--- src/rtl/sync_gen_pkg.sv ---
package sync_gen_pkg;

  typedef struct packed {
    logic hs_n;
    logic cs_n;
    logic vs_n;
    logic disp;
    logic border;
    logic pix;
    logic irq;
  } sync_out_t;

  localparam sync_out_t SYNC_OUT_RESET = '{
    hs_n: 1'b1, cs_n: 1'b1, vs_n: 1'b1,
    disp: 1'b0, border: 1'b0, pix: 1'b0, irq: 1'b0
  };

endpackage

--- src/rtl/sg_line_ctr.sv ---
module sg_line_ctr #(
  parameter int LIMIT = 456,
  parameter int W     = $clog2(LIMIT)
) (
  input  logic         clk,
  input  logic         rst,
  input  logic         en,
  output logic [W-1:0] cnt,
  output logic         last
);
  localparam logic [W-1:0] LAST_V = W'(LIMIT - 1);

  assign last = (cnt == LAST_V);

  always_ff @(posedge clk) begin
    if (rst)
      cnt <= '0;
    else if (en)
      cnt <= last ? '0 : cnt + 1'b1;
  end
endmodule

--- src/rtl/sg_decode.sv ---
module sg_decode
  import sync_gen_pkg::*;
#(
  parameter int HW          = 9,
  parameter int VW          = 9,
  parameter int SYNC_W      = 64,
  parameter int SERR_W      = 32,
  parameter int H_HALF      = 228,
  parameter int DISP_START  = 128,
  parameter int ACT_START   = 154,
  parameter int ACT_END     = 410,
  parameter int DISP_END    = 438,
  parameter int IRQ_POS     = 104,
  parameter int DRAW_FIRST  = 30,
  parameter int DRAW_END    = 254,
  parameter int SERR_LINES  = 9
) (
  input  logic          clk,
  input  logic          rst,
  input  logic          en,
  input  logic [HW-1:0] h,
  input  logic [VW-1:0] v,
  output sync_out_t     q
);
  localparam logic [HW-1:0] H_SYNC_END  = HW'(SYNC_W);
  localparam logic [HW-1:0] H_SERR_END  = HW'(SERR_W);
  localparam logic [HW-1:0] H_MID       = HW'(H_HALF);
  localparam logic [HW-1:0] H_MID_END   = HW'(H_HALF + SERR_W);
  localparam logic [HW-1:0] H_DISP_S    = HW'(DISP_START);
  localparam logic [HW-1:0] H_ACT_S     = HW'(ACT_START);
  localparam logic [HW-1:0] H_ACT_E     = HW'(ACT_END);
  localparam logic [HW-1:0] H_DISP_E    = HW'(DISP_END);
  localparam logic [HW-1:0] H_IRQ       = HW'(IRQ_POS);
  localparam logic [VW-1:0] V_DRAW_S    = VW'(DRAW_FIRST);
  localparam logic [VW-1:0] V_DRAW_E    = VW'(DRAW_END);

  logic serr_line;
  logic hs_lo, serr_lo, in_hdisp, in_hact, vdraw;
  sync_out_t nxt;

  generate
    if (SERR_LINES > 0) begin : g_serr
      localparam logic [VW-1:0] V_SERR_E = VW'(SERR_LINES);
      assign serr_line = (v < V_SERR_E);
    end else begin : g_noserr
      assign serr_line = 1'b0;
    end
  endgenerate

  always_comb begin
    hs_lo    = (h < H_SYNC_END);
    serr_lo  = (h < H_SERR_END) || ((h >= H_MID) && (h < H_MID_END));
    in_hdisp = (h >= H_DISP_S) && (h < H_DISP_E);
    in_hact  = (h >= H_ACT_S) && (h < H_ACT_E);
    vdraw    = (v >= V_DRAW_S) && (v < V_DRAW_E);

    nxt.hs_n   = ~hs_lo;
    nxt.cs_n   = serr_line ? ~serr_lo : ~hs_lo;
    nxt.vs_n   = ~serr_line;
    nxt.disp   = vdraw && in_hdisp;
    nxt.pix    = vdraw && in_hact;
    nxt.border = vdraw && in_hdisp && !in_hact;
    nxt.irq    = (h == H_IRQ);
  end

  always_ff @(posedge clk) begin
    if (rst)
      q <= SYNC_OUT_RESET;
    else if (en)
      q <= nxt;
  end
endmodule

--- src/rtl/sync_timing_gen.sv ---
module sync_timing_gen
  import sync_gen_pkg::*;
#(
  parameter int SYNC_W      = 64,
  parameter int GAP_FRONT   = 64,
  parameter int BORDER_L    = 26,
  parameter int ACTIVE_W    = 256,
  parameter int BORDER_R    = 28,
  parameter int GAP_BACK    = 18,
  parameter int IRQ_DLY     = 40,
  parameter int FRAME_LINES = 262,
  parameter int DRAW_FIRST  = 30,
  parameter int DRAW_LINES  = 224,
  parameter int SERR_LINES  = 9
) (
  input  logic clk,
  input  logic rst,
  input  logic pix_en,
  output logic hsync_n_o,
  output logic csync_n_o,
  output logic vsync_n_o,
  output logic disp_o,
  output logic border_o,
  output logic pix_act_o,
  output logic line_irq_o
);
  localparam int DISP_START = SYNC_W + GAP_FRONT;
  localparam int ACT_START  = DISP_START + BORDER_L;
  localparam int ACT_END    = ACT_START + ACTIVE_W;
  localparam int DISP_END   = ACT_END + BORDER_R;
  localparam int H_TOTAL    = DISP_END + GAP_BACK;
  localparam int H_HALF     = H_TOTAL / 2;
  localparam int SERR_W     = SYNC_W / 2;
  localparam int IRQ_POS    = SYNC_W + IRQ_DLY;
  localparam int DRAW_END   = DRAW_FIRST + DRAW_LINES;
  localparam int HW         = $clog2(H_TOTAL);
  localparam int VW         = $clog2(FRAME_LINES);

  logic [HW-1:0] h_cnt;
  logic [VW-1:0] v_cnt;
  logic          h_last;
  logic          v_last;
  sync_out_t     q;

  sg_line_ctr #(.LIMIT(H_TOTAL), .W(HW)) u_hctr (
    .clk(clk), .rst(rst), .en(pix_en), .cnt(h_cnt), .last(h_last)
  );

  sg_line_ctr #(.LIMIT(FRAME_LINES), .W(VW)) u_vctr (
    .clk(clk), .rst(rst), .en(pix_en && h_last), .cnt(v_cnt), .last(v_last)
  );

  sg_decode #(
    .HW(HW), .VW(VW), .SYNC_W(SYNC_W), .SERR_W(SERR_W), .H_HALF(H_HALF),
    .DISP_START(DISP_START), .ACT_START(ACT_START), .ACT_END(ACT_END),
    .DISP_END(DISP_END), .IRQ_POS(IRQ_POS), .DRAW_FIRST(DRAW_FIRST),
    .DRAW_END(DRAW_END), .SERR_LINES(SERR_LINES)
  ) u_dec (
    .clk(clk), .rst(rst), .en(pix_en), .h(h_cnt), .v(v_cnt), .q(q)
  );

  assign hsync_n_o  = q.hs_n;
  assign csync_n_o  = q.cs_n;
  assign vsync_n_o  = q.vs_n;
  assign disp_o     = q.disp;
  assign border_o   = q.border;
  assign pix_act_o  = q.pix;
  assign line_irq_o = q.irq;
endmodule

--- config.mk ---
export PLATFORM = sky130hd
export DESIGN_NAME = sync_timing_gen
export DESIGN_NICKNAME = d
export VERILOG_FILES = /design/src/rtl/sync_gen_pkg.sv /design/src/rtl/sg_line_ctr.sv /design/src/rtl/sg_decode.sv /design/src/rtl/sync_timing_gen.sv
export SDC_FILE = /design/constraint.sdc
export NUM_CORES = 1
export LEC_CHECK = 0
export BUFFER_PORTS_ARGS = -buffer_cell sky130_fd_sc_hd__clkbuf_2
export CORE_MARGIN = 5
export CORE_UTILIZATION = 58
export CTS_CLUSTER_SIZE = 20
export DETAILED_ROUTE_END_ITERATION = 7
export HOLD_SLACK_MARGIN = 0.06
export PLACE_DENSITY_LB_ADDON = 0.1
export SETUP_SLACK_MARGIN = 0.3
export SLEW_MARGIN = 10
export SYNTH_ARGS = -nofsm -noshare
export SYNTH_HDL_FRONTEND = slang
export SYNTH_HIERARCHICAL = 1
export SYNTH_SLANG_ARGS = --single-unit
--- constraint.sdc ---
create_clock -name clk -period 2.4 [get_ports clk]
set_input_delay 0.72 -clock clk [delete_from_list [all_inputs] [get_ports clk]]
set_output_delay 0.72 -clock clk [all_outputs]
set_load 0.03 [all_outputs]
==> run_results.csv <==
group,metric,value,unit
timing,finalWorstSetupSlack,457,ps
power,power,661,uW
worst_setup_path,slowest_delay,400,ps
timing,tns,0,ps
clock_network,clockBufferDepth,2,
die,die_h,57.6,um
placed_design,gp_congestion,0.824,
cells_and_area,area_delta_synth_final,8.38,%
drt,route.detailed.wl_per_inst,14.0,um
global_route,grt-ovfl-total,0,
clock_network,tritoncts.num_buffers,3,
drt,first_pass_iters,4,
drt,dr.first_iter.drc_count,22,
placed_design,place_ws,240,ps
die,die_w,57.6,um
worst_setup_path,cp_slowest_cell,"or3_1",
timing,slew_violations,0,
worst_setup_path,reg2reg_to,"u_vctr/cnt[8]",
worst_setup_path,reg2reg_slack,460,ps
timing,fin_crit_sh,81.0,%
power,power_density,464,nW/um2
worst_setup_path,setup.worst_path.start,"u_hctr/cnt[1]",
hold_path,worstHoldEndpoint,"u_dec/q[0]",
global_route,antenna_found_initial,0,
placed_design,hpwl,1840,um
run,drv_cap,0,
timing,setup_viol,0,
timing,rsz0062_at_grt,"false",
clock_network,h-tree-depth,1,
clock_network,root_buffer,"clkbuf_4",
timing,period_minus_slack,1940,ps
drt,via_per_inst,6.01,
cells_and_area,fillCellCount,204,
worst_setup_path,path_class,"flop to flop",
hold_path,min_path_type,"flop to flop",
worst_setup_path,required,2660,ps
hold_path,hold_start,"u_dec/q[0]",
drt,routed_wl,2640,um
status,outcome,"complete, no violations",
worst_setup_path,critPathBufInv,0,
logic_synthesis,synth_nets,153,
timing,slew_headroom,72.0,%
die,die-area,3320,um2
cells_and_area,drive_above_1_share,21.9,%
global_route,grt.total_usage,17.4,%
timing,hold_viol_final,0,
worst_setup_path,worstPathMaxFanout,7,
worst_setup_path,worstPathArrival,2200,ps
logic_synthesis,syn_inst,147,
power,vdd_drop_max,0.472,mV
worst_setup_path,path_delay_family,"simple AND/OR/NAND/NOR gates",
worst_setup_path,end_kind,"flop",
global_route,grt_start_max_net_pins,16,
die,ios,10,
die,initial_utilization,60.0,%
logic_synthesis,avgSynthCellArea,8.94,um2
worst_setup_path,r2r_cells,7,
logic_synthesis,syn_area,1310,um2
cells_and_area,nets,167,
hold_path,hold_path_depth,2,
worst_setup_path,r2r-start,"u_hctr/cnt[1]",
timing,fmax,515,MHz
logic_synthesis,yosysWarnings,6,
die,core_area,2190,um2
drt,ant_nets,0,
cells_and_area,diodes,0,
clock_network,cts_tree,"yes",
power,leakage,0.571,nW
clock_network,path_clk_slew,130,ps
placed_design,numPortBuffers,9,
clock_network,clk_latency,320,ps
worst_setup_path,path_cells,"ha_1 -> and4b_1 -> and4_1 -> and2_4 -> nand4_2 -> or3_1 -> a21oi_2",
drt,vias,1129,
cells_and_area,multiInputGateArea,766,um2
cells_and_area,design_area,1420,um2
timing,tightest_slew,420,ps
timing,fin_skew,2.91,ps
global_route,grt_pass1_wl,4490,um
die,rows,17,
worst_setup_path,start_kind,"flop",
placed_design,place_area,1390,um2
global_route,grt_pass1_vias,1018,
clock_network,cts_sinks,25,
drt,drc,0,
cells_and_area,regArea,503,um2
[sequential cells by signal, indices dropped and copies added (netlist names)]
signal / flops
u_vctr/cnt: 9
u_dec/q: 7
u_hctr/cnt: 9
[timing repair]
item	CTS	global route
setup endpoints to repair	4	4
hold buffers	0	0
setup buffers	0	1
gates resized for setup	1	3
[worst max path at each step]
stage	to	slack (ps)	cells after the start
floorplan	u_vctr/cnt[5]	490	8
global placement	u_vctr/cnt[7]	340	7
detailed placement	u_vctr/cnt[7]	240	7
CTS	u_vctr/cnt[7]	310	7
global route	u_vctr/cnt[5]	320	7
finish	u_vctr/cnt[8]	460	7
[power by group]
group | internal (mW) | switching (mW) | leakage [nW] | total, mW
clock network | 0.0650 | 0.123 | 0.0150 | 0.188
logic | 0.0157 | 0.0279 | 0.353 | 0.0436
registers | 0.423 | 0.00702 | 0.203 | 0.430
[metrics by stage]
step | std cells | utilization, % | hold slack (ps)
after floorplan | 147 | - | 473
after global placement | 183 | 63.2 | 455
after detailed placement | 183 | 63.2 | 477
after CTS | 187 | 64.5 | 495
after global routing | 188 | 65.0 | 525
final | 188 | 65.0 | 484
[metal layers]
metal,part of all wire [%],GRT usage [%]
met2,44,27.1
met1,49,22.4
met5,0,0
met4,2.4,9.60
met3,4.9,3.17
[cell type report]
class                      instances  share of cell area, %
clock buffer                       4                   1.85
timing repair buffer              14                   5.80
multi-input combinational        114                   53.8
tap                               28                   2.46
inverter                           3                  0.791
sequential                        25                   35.3
[layout by cell type, fill, tap and decap left out, types with 2 or more instances in the layout]
cell type and instances:
a21oi_1 10, a21oi_2 4, a41o_1 2, and2_4 2, buf_4 5, clkbuf_2 9, clkbuf_4 3, dfxtp_1 23
dfxtp_2 2, ha_1 3, inv_1 3, mux2i_1 2, nand2_1 9, nand2b_1 2, nand3_1 2, nand4_1 9
nand4_2 2, nor2_1 18, nor2b_1 2, nor3_1 3, o21ai_0 7, o31ai_1 3, or3_1 9, xnor2_1 2
xor2_1 7
[tightest hold or removal path, stage by stage (launching register included)]
cell and delay, ps:
dfxtp_1 330, nand2b_1 60, a21oi_1 60
Power figures use the tool's default switching activity.
